`src/rtl/dpf_pkg.sv`:
```
package dpf_pkg;

  localparam logic [2:0] A_CTRL = 3'd0;
  localparam logic [2:0] A_MASK = 3'd1;
  localparam logic [2:0] A_STAT = 3'd2;
  localparam logic [2:0] A_FILL = 3'd3;
  localparam logic [2:0] A_DATA = 3'd4;
  localparam logic [2:0] A_RPTR = 3'd5;
  localparam logic [2:0] A_WPTR = 3'd6;

  typedef struct packed {
    logic unf;
    logic ovf;
    logic lvl;
  } flags_t;

endpackage

```
`src/rtl/dpf_mem.sv`:
```
module dpf_mem #(
  parameter int DW    = 8,
  parameter int DEPTH = 16,
  localparam int AW   = $clog2(DEPTH)
) (
  input  logic          clk,
  input  logic          we,
  input  logic [AW-1:0] waddr,
  input  logic [DW-1:0] wdata,
  input  logic [AW-1:0] raddr,
  output logic [DW-1:0] rdata
);

  logic [DW-1:0] mem [DEPTH];

  // Simple dual-port array, registered read: maps onto block RAM.
  always_ff @(posedge clk) begin
    if (we) mem[waddr] <= wdata;
    rdata <= mem[raddr];
  end

endmodule

```
`src/rtl/dpf_ptr.sv`:
```
module dpf_ptr #(
  parameter int DEPTH = 16,
  localparam int AW   = $clog2(DEPTH),
  localparam int CW   = AW + 1
) (
  input  logic          clk,
  input  logic          rst,
  input  logic          clr,
  input  logic          push_req,
  input  logic          pop_req,
  input  logic          rp_we,
  input  logic          wp_we,
  input  logic [AW-1:0] ptr_wdata,
  output logic [AW-1:0] rptr,
  output logic [AW-1:0] wptr,
  output logic [CW-1:0] count,
  output logic [CW-1:0] next_count,
  output logic          push_ok,
  output logic          pop_ok,
  output logic          ovf_evt,
  output logic          unf_evt
);

  localparam logic [AW-1:0] ONE = AW'(1);

  logic [AW-1:0] rptr_q, wptr_q;
  logic          full_q;
  logic          empty;
  logic          any_pw;
  logic          hold;

  always_comb begin
    any_pw     = rp_we | wp_we;
    hold       = clr | any_pw;
    empty      = ~full_q & (wptr_q == rptr_q);
    push_ok    = push_req & ~full_q & ~hold;
    pop_ok     = pop_req & ~empty & ~hold;
    ovf_evt    = push_req & full_q & ~hold;
    unf_evt    = pop_req & empty & ~hold;
    count      = full_q ? CW'(DEPTH) : {1'b0, wptr_q - rptr_q};
    next_count = count + CW'(push_ok) - CW'(pop_ok);
  end

  always_ff @(posedge clk) begin
    if (rst || clr) begin
      rptr_q <= '0;
      wptr_q <= '0;
      full_q <= 1'b0;
    end else if (any_pw) begin
      if (rp_we) rptr_q <= ptr_wdata;
      if (wp_we) wptr_q <= ptr_wdata;
      full_q <= 1'b0;
    end else begin
      if (push_ok) wptr_q <= wptr_q + ONE;
      if (pop_ok)  rptr_q <= rptr_q + ONE;
      if (push_ok && !pop_ok && ((wptr_q + ONE) == rptr_q)) full_q <= 1'b1;
      else if (pop_ok && !push_ok)                          full_q <= 1'b0;
    end
  end

  assign rptr = rptr_q;
  assign wptr = wptr_q;

  // a refused push leaves the write pointer alone
  a_r6_ovf_keeps_wptr: assert property (@(posedge clk) disable iff (rst)
    ovf_evt |=> $stable(wptr_q));
  // a refused pop leaves the read pointer alone
  a_r6_unf_keeps_rptr: assert property (@(posedge clk) disable iff (rst)
    unf_evt |=> $stable(rptr_q));
  // pointer writes drop the full state
  a_r9_ptr_write_unfull: assert property (@(posedge clk) disable iff (rst)
    (any_pw && !clr) |=> !full_q);
  // clear empties the buffer
  a_r10_clear_empties: assert property (@(posedge clk) disable iff (rst)
    clr |=> (count == '0));
  // full only with coincident pointers
  a_r1_full_coincident: assert property (@(posedge clk) disable iff (rst)
    full_q |-> (wptr_q == rptr_q));

endmodule

```
`src/rtl/dpf_regs.sv`:
```
module dpf_regs
  import dpf_pkg::*;
#(
  parameter int DW    = 8,
  parameter int DEPTH = 16,
  localparam int AW   = $clog2(DEPTH),
  localparam int CW   = AW + 1
) (
  input  logic          clk,
  input  logic          rst,
  input  logic [2:0]    cpu_addr,
  input  logic          cpu_wr,
  input  logic          cpu_rd,
  input  logic [DW-1:0] cpu_wdata,
  input  logic [CW-1:0] count,
  input  logic [CW-1:0] next_count,
  input  logic [AW-1:0] rptr,
  input  logic [AW-1:0] wptr,
  input  logic          push_ok,
  input  logic          pop_ok,
  input  logic          ovf_evt,
  input  logic          unf_evt,
  output logic          dir,
  output logic          clr,
  output logic          rp_we,
  output logic          wp_we,
  output logic [DW-1:0] reg_rdata,
  output logic          irq_level,
  output logic          irq_err
);

  logic          dir_q, dir_d;
  logic [CW-1:0] thr_q, thr_d;
  logic          lmask_q, lmask_d, emask_q, emask_d;
  flags_t        flg_q, flg_d, w1c;
  logic          stat_wr;
  logic          lvl_set;
  logic          qual_op;
  logic [DW-1:0] rd_mux;
  logic          unused_bits;

  assign unused_bits = ^cpu_wdata[DW-2:CW];

  always_comb begin
    dir_d   = dir_q;
    thr_d   = thr_q;
    lmask_d = lmask_q;
    emask_d = emask_q;
    if (cpu_wr && cpu_addr == A_CTRL) begin
      dir_d = cpu_wdata[DW-1];
      thr_d = cpu_wdata[CW-1:0];
    end
    if (cpu_wr && cpu_addr == A_MASK) begin
      lmask_d = cpu_wdata[0];
      emask_d = cpu_wdata[1];
    end
    clr     = cpu_wr && (cpu_addr == A_FILL) && cpu_wdata[DW-1];
    rp_we   = cpu_wr && (cpu_addr == A_RPTR);
    wp_we   = cpu_wr && (cpu_addr == A_WPTR);
    stat_wr = cpu_wr && (cpu_addr == A_STAT);
    w1c     = stat_wr ? flaglist(cpu_wdata[2:0]) : '0;
    qual_op = dir_q ? pop_ok : push_ok;
    lvl_set = qual_op && (next_count == thr_q);
    flg_d.lvl = lvl_set | (flg_q.lvl & ~w1c.lvl);
    flg_d.ovf = ovf_evt | (flg_q.ovf & ~w1c.ovf);
    flg_d.unf = unf_evt | (flg_q.unf & ~w1c.unf);
  end

  function automatic flags_t flaglist(input logic [2:0] b);
    flags_t f;
    f.lvl = b[0];
    f.ovf = b[1];
    f.unf = b[2];
    return f;
  endfunction

  always_comb begin
    rd_mux = '0;
    unique case (cpu_addr)
      A_CTRL: begin
        rd_mux[DW-1]   = dir_q;
        rd_mux[CW-1:0] = thr_q;
      end
      A_MASK: rd_mux[1:0] = {emask_q, lmask_q};
      A_STAT: rd_mux[2:0] = {flg_q.unf, flg_q.ovf, flg_q.lvl};
      A_FILL: rd_mux[CW-1:0] = count;
      A_RPTR: rd_mux[AW-1:0] = rptr;
      A_WPTR: rd_mux[AW-1:0] = wptr;
      default: rd_mux = '0;
    endcase
  end

  always_ff @(posedge clk) begin
    if (rst) begin
      dir_q     <= 1'b0;
      thr_q     <= '0;
      lmask_q   <= 1'b0;
      emask_q   <= 1'b0;
      flg_q     <= '0;
      reg_rdata <= '0;
      irq_level <= 1'b0;
      irq_err   <= 1'b0;
    end else begin
      dir_q     <= dir_d;
      thr_q     <= thr_d;
      lmask_q   <= lmask_d;
      emask_q   <= emask_d;
      flg_q     <= flg_d;
      irq_level <= flg_d.lvl & lmask_d;
      irq_err   <= (flg_d.ovf | flg_d.unf) & emask_d;
      if (cpu_rd) reg_rdata <= rd_mux;
    end
  end

  assign dir = dir_q;

  // level interrupt tracks flag and mask
  a_r5_irq_level_match: assert property (@(posedge clk) disable iff (rst)
    irq_level == (flg_q.lvl & lmask_q));
  // error interrupt tracks flags and mask
  a_r5_irq_err_match: assert property (@(posedge clk) disable iff (rst)
    irq_err == ((flg_q.ovf | flg_q.unf) & emask_q));
  // overflow stays set until cleared by a 1
  a_r7_ovf_sticky: assert property (@(posedge clk) disable iff (rst)
    (flg_q.ovf && !(stat_wr && cpu_wdata[1])) |=> flg_q.ovf);
  // level flag rises only on a qualifying operation
  a_r4_lvl_only_on_op: assert property (@(posedge clk) disable iff (rst)
    (!flg_q.lvl && !lvl_set) |=> !flg_q.lvl);

endmodule

```
`src/rtl/dual_path_fifo.sv`:
```
module dual_path_fifo
  import dpf_pkg::*;
#(
  parameter int DW    = 8,
  parameter int DEPTH = 16
) (
  input  logic          clk,
  input  logic          rst,
  input  logic          pwr_rst,
  input  logic [2:0]    cpu_addr,
  input  logic          cpu_wr,
  input  logic          cpu_rd,
  input  logic [DW-1:0] cpu_wdata,
  output logic [DW-1:0] cpu_rdata,
  input  logic          hw_push,
  input  logic [DW-1:0] hw_wdata,
  input  logic          hw_pop,
  output logic [DW-1:0] hw_rdata,
  output logic          hw_rvalid,
  output logic          irq_level,
  output logic          irq_err
);

  localparam int AW = $clog2(DEPTH);
  localparam int CW = AW + 1;

  logic          rst_all;
  logic          dir, clr, rp_we, wp_we;
  logic          wr_data, rd_data;
  logic          push_req, pop_req;
  logic          push_ok, pop_ok, ovf_evt, unf_evt;
  logic [AW-1:0] rptr, wptr;
  logic [CW-1:0] count, next_count;
  logic [DW-1:0] mem_q, push_data, reg_rdata;
  logic          cpu_dsel_q, hw_rvalid_q;

  assign rst_all   = rst | pwr_rst;
  assign wr_data   = cpu_wr && (cpu_addr == A_DATA);
  assign rd_data   = cpu_rd && (cpu_addr == A_DATA);
  assign push_req  = dir ? wr_data : hw_push;
  assign pop_req   = dir ? hw_pop  : rd_data;
  assign push_data = dir ? cpu_wdata : hw_wdata;

  dpf_regs #(.DW(DW), .DEPTH(DEPTH)) u_regs (
    .clk(clk), .rst(rst_all),
    .cpu_addr(cpu_addr), .cpu_wr(cpu_wr), .cpu_rd(cpu_rd), .cpu_wdata(cpu_wdata),
    .count(count), .next_count(next_count), .rptr(rptr), .wptr(wptr),
    .push_ok(push_ok), .pop_ok(pop_ok), .ovf_evt(ovf_evt), .unf_evt(unf_evt),
    .dir(dir), .clr(clr), .rp_we(rp_we), .wp_we(wp_we),
    .reg_rdata(reg_rdata), .irq_level(irq_level), .irq_err(irq_err)
  );

  dpf_ptr #(.DEPTH(DEPTH)) u_ptr (
    .clk(clk), .rst(rst_all), .clr(clr),
    .push_req(push_req), .pop_req(pop_req),
    .rp_we(rp_we), .wp_we(wp_we), .ptr_wdata(cpu_wdata[AW-1:0]),
    .rptr(rptr), .wptr(wptr), .count(count), .next_count(next_count),
    .push_ok(push_ok), .pop_ok(pop_ok), .ovf_evt(ovf_evt), .unf_evt(unf_evt)
  );

  dpf_mem #(.DW(DW), .DEPTH(DEPTH)) u_mem (
    .clk(clk), .we(push_ok), .waddr(wptr), .wdata(push_data),
    .raddr(rptr), .rdata(mem_q)
  );

  always_ff @(posedge clk) begin
    if (rst_all) begin
      cpu_dsel_q  <= 1'b0;
      hw_rvalid_q <= 1'b0;
    end else begin
      cpu_dsel_q  <= rd_data & ~dir & pop_ok;
      hw_rvalid_q <= dir & pop_ok;
    end
  end

  assign cpu_rdata = cpu_dsel_q  ? mem_q : reg_rdata;
  assign hw_rdata  = hw_rvalid_q ? mem_q : '0;
  assign hw_rvalid = hw_rvalid_q;

  // streaming data only follows a streaming pop in direction 1
  a_r3_rvalid_follows_pop: assert property (@(posedge clk) disable iff (rst_all)
    hw_rvalid |-> $past(hw_pop && dir));
  // direction 0 never produces streaming output
  a_r2_no_stream_out_dir0: assert property (@(posedge clk) disable iff (rst_all)
    (!dir && !hw_pop) |=> !hw_rvalid);

endmodule

```
`config.mk`:
```
export PLATFORM = sky130hd
export DESIGN_NAME = dual_path_fifo
export DESIGN_NICKNAME = d
export VERILOG_FILES = /design/src/rtl/dpf_pkg.sv /design/src/rtl/dpf_mem.sv /design/src/rtl/dpf_ptr.sv /design/src/rtl/dpf_regs.sv /design/src/rtl/dual_path_fifo.sv
export SDC_FILE = /design/constraint.sdc
export NUM_CORES = 1
export LEC_CHECK = 0
export CORE_ASPECT_RATIO = 0.6
export CORE_MARGIN = 10
export CORE_UTILIZATION = 35
export DETAILED_ROUTE_END_ITERATION = 8
export PLACE_DENSITY = 0.52
export RECOVER_POWER = 100
export SYNTH_ARGS = -nofsm -noshare
export SYNTH_HDL_FRONTEND = slang
export SYNTH_SLANG_ARGS = --single-unit
```
`constraint.sdc`:
```
create_clock -name clk -period 6.3 [get_ports clk]
set_clock_uncertainty 0.15 [all_clocks]
set_input_delay 0.945 -clock clk [delete_from_list [all_inputs] [get_ports clk]]
set_output_delay 0.945 -clock clk [all_outputs]
set_load 0.01 [all_outputs]
```
==> summary.txt <==
Run status
  – Status: finished, violations left
  – Failing checks: capacitance limit, slew limit

Drt
  – DRT iter0 DRCs: 421
  – 1st-pass router iterations: 6
  – Residual DRC: 0
  – Routed vias: 4,413
  – Vias per cell: 5.36
  – Routed Antenna Nets: 0
  – WL/cell: roughly 25 um
  – Final wirelength: 20,600 um

Global routing
  – Initial antenna violation count: 0
  – GRT Total Usage: 0.150
  – Largest net degree at the start of global routing: 39
  – Vias in the first global route: 4,397
  – First-pass GRT wire length: between 30,000 and 40,000 um
  – GRT overflow: 0

Layout
  – Net count, final: 574
  – Layout Cells excl Fill: 823
  – Final-layout fill cell count: 1,965
  – Layout cell share with drive strength beyond 1: 0.158
  – Fin area: 0.00871 mm2
  – Area growth, synth to finish: 16.5%
  – Diodes inserted: 0

Clock tree
  – CTS buffer count: 17
  – Reg clk slew, reported paths: 60 ps
  – CTS H-tree depth: 4
  – Clk root buf: clkbuf_16
  – # hold bufs at CTS: 0
  – Post-CTS resize count: 0
  – Post-CTS Setup Repair Bufs: 0
  – Clock sink count: 166
  – Clock Path Buffers: 2
  – CTS tree: yes
  – Worst-Skew Late Latency: between 400 and 500 ps

Pwr
  – Power, Total: 2.33 mW
  – Peak supply drop: 197 uV
  – Cell Pwr Density: 267 mW/mm2
  – Leakage: ~2.9 nW

Synthesis
  – Yosys top cell area share: 0.514
  – Synthesized cell area: around 0.0075 mm2
  – Asr flop ratio synth: 0
  – Commonest cells in the netlist: edfxtp_1, mux4_2, dfxtp_1
  – Post-synth top area cell: edfxtp_1
  – Post-Syn Instances: 487
  – Synth area leaders: edfxtp_1, mux4_2, dfxtp_1
  – Synth warn: 0
  – Synth Register Bits: approximately 170
  – Register area share after synthesis: 0.615
  – Cell variety after synth: 55
  – Most frequent cell after synthesis: edfxtp_1
  – EDFF count, synth: 128
  – Avg Cell Area, Syn: between 15 and 20 um2
  – Syn nets: 529
  – Main flop type after synthesis: edfxtp_1

STA
  – Fmax: 0.193 GHz
  – Final period util: 0.822
  – RSZ-0062 raised after global routing: no
  – Final Hold Fails: 0
  – Rel. slew slack: -1.12
  – Max Slew Vio Count: 39
  – Worst slew pin tran: 3180 ps
  – Post-layout min period: 5180 ps
  – Slack of the critical path: 1120 ps
  – Setup violators final: 0
  – TNS Setup: 0 ps

Setup path
  – CP Class: primary input to flip-flop
  – Crit path max fanout: 15
  – Critical path arrival: 5390 ps
  – Reg2reg setup slack: 1980 ps
  – Crit path launch type: primary input
  – CP required: 6510 ps
  – Crit end category: flip-flop

Floorplan
  – Die Wd: 209 um
  – Starting Density: 0.356
  – Die ar.: 0.0278 mm2
  – Cell row count: 41
  – CORE AREA: 0.0210 mm2
  – Die span in y: between 100 and 150 um
  – IO Count: 45

Placement
  – Port-buffer cells: 44
  – Hpwl dp: between 10,000 and 15,000 um
  – Dpl cell area: 0.00821 mm2
  – Dpl cells: 792
  – RD Place Congestion: ~0.91
  – Pre-CTS WS: about 1200 ps

Run
  – MaxCap Viol Count: 1

Hold path
  – Hold WC Path Type: flip-flop to flip-flop
==> flip-flops by register name, indices dropped and copies added, names as in the netlist <==
signal and cells:
u_ptr.rptr 4, u_regs.reg_rdata 6, u_regs.flg_q 3, hw_rvalid 1
u_ptr.wptr 4, u_regs.dir 1, u_mem.mem 128, u_regs.thr_q 5
u_regs.irq_level 1, u_ptr.full_q 1, u_mem.rdata 8, cpu_dsel_q 1
u_regs.irq_err 1, u_regs.lmask_q 1, u_regs.emask_q 1
==> metal layers <==
metal | share of wire | global-route usage
met1 | 0.52 | 0.233
met2 | 0.37 | 0.181
met3 | 0.090 | 0.0518
met4 | 0.014 | 0.0501
met5 | 0 | 0
==> report_power, final <==
| group | internal, mW | total (mW) | switching, mW | leakage, nW |
|---|---|---|---|---|
| clock | 0.538 | 0.969 | 0.431 | 0.249 |
| combinational | 0.0639 | 0.160 | 0.0958 | 1.21 |
| sequential | 1.19 | 1.20 | 0.00912 | 1.46 |
| total | 1.79 | 2.33 | 0.536 | 2.92 |
==> path summary, 6_finish.rpt <==
path,start,end,depth (start not counted)
worst min register to register,u_regs.reg_rdata[2]$_SDFFE_PP0P_,u_regs.reg_rdata[2]$_SDFFE_PP0P_,2
worst max register to register,u_ptr.rptr[0]$_SDFFE_PP0P_,u_mem.rdata[2]$_DFF_P_,3
worst max-delay path,cpu_addr[0],u_regs.flg_q[0]$_SDFF_PP0_,15
worst min-delay path,u_regs.reg_rdata[2]$_SDFFE_PP0P_,u_regs.reg_rdata[2]$_SDFFE_PP0P_,2
==> placed cells by master (no fill, tap or decap), drive strengths merged, types with 2 or more instances in the layout <==
master / instances
clkdlybuf4s50: 18
edfxtp: 128
or4b: 2
nand4: 3
a32oi: 4
dlygate4sd3: 26
buf: 3
clkinvlp: 5
o21ai: 10
mux2: 15
nand2b: 4
and2: 13
a211oi: 3
nor3b: 5
nor2b: 9
clkbuf: 22
xor2: 6
mux4: 40
a21boi: 3
ha: 14
mux2i: 15
a31oi: 3
nor3: 5
dfxtp: 38
inv: 17
and3: 17
fa: 2
a22oi: 6
clkinv: 5
a21o: 3
xnor2: 11
nand2: 15
a21oi: 10
nand3: 10
a31o: 3
nor2: 31
a311oi: 2
==> critical path, cell delays in order <==
cell and delay [ps]:
dlygate4sd3_1 870, nor2b_1 230, o311a_1 530, nor3_1 240, clkbuf_1 460, inv_1 90, ha_1 290, inv_1 40
ha_1 200, fa_1 400, xor2_1 170, xnor2_1 140, nand3_1 120, or4_1 510, o21ai_0 140
==> through the flow <==
stage	utilization	hold slack, ps
after floorplan	-	292
after global placement	0.390	319
after detailed placement	0.390	334
after CTS	0.416	346
after global routing	0.414	353
final	0.414	336
==> layout make-up <==
cell class | count | area (um2) | area share
Sequential cell | 166 | 4600 | 0.528
Multi-Input combinational cell | 281 | 2690 | 0.309
Inverter | 15 | 56.3 | 0.00646
Clock inverter | 13 | 108 | 0.0123
Timing Repair Buffer | 51 | 478 | 0.0548
Tap cell | 279 | 349 | 0.0401
Clock buffer | 18 | 429 | 0.0492
==> logic make-up after synthesis <==
| logic type | after synthesis | synth area share |
|---|---|---|
| XOR/XNOR | 17 | 0.0199 |
| AO/OA/AOI/OAI | 59 | 0.0642 |
| buffers and inverters | 40 | 0.0229 |
| flip-flops | 166 | 0.615 |
| adder cells (fa/ha/maj) | 16 | 0.0288 |
| multiplexers | 70 | 0.163 |
| AND/OR/NAND/NOR | 119 | 0.0856 |
No activity file was read; power rests on OpenSTA's default activity.
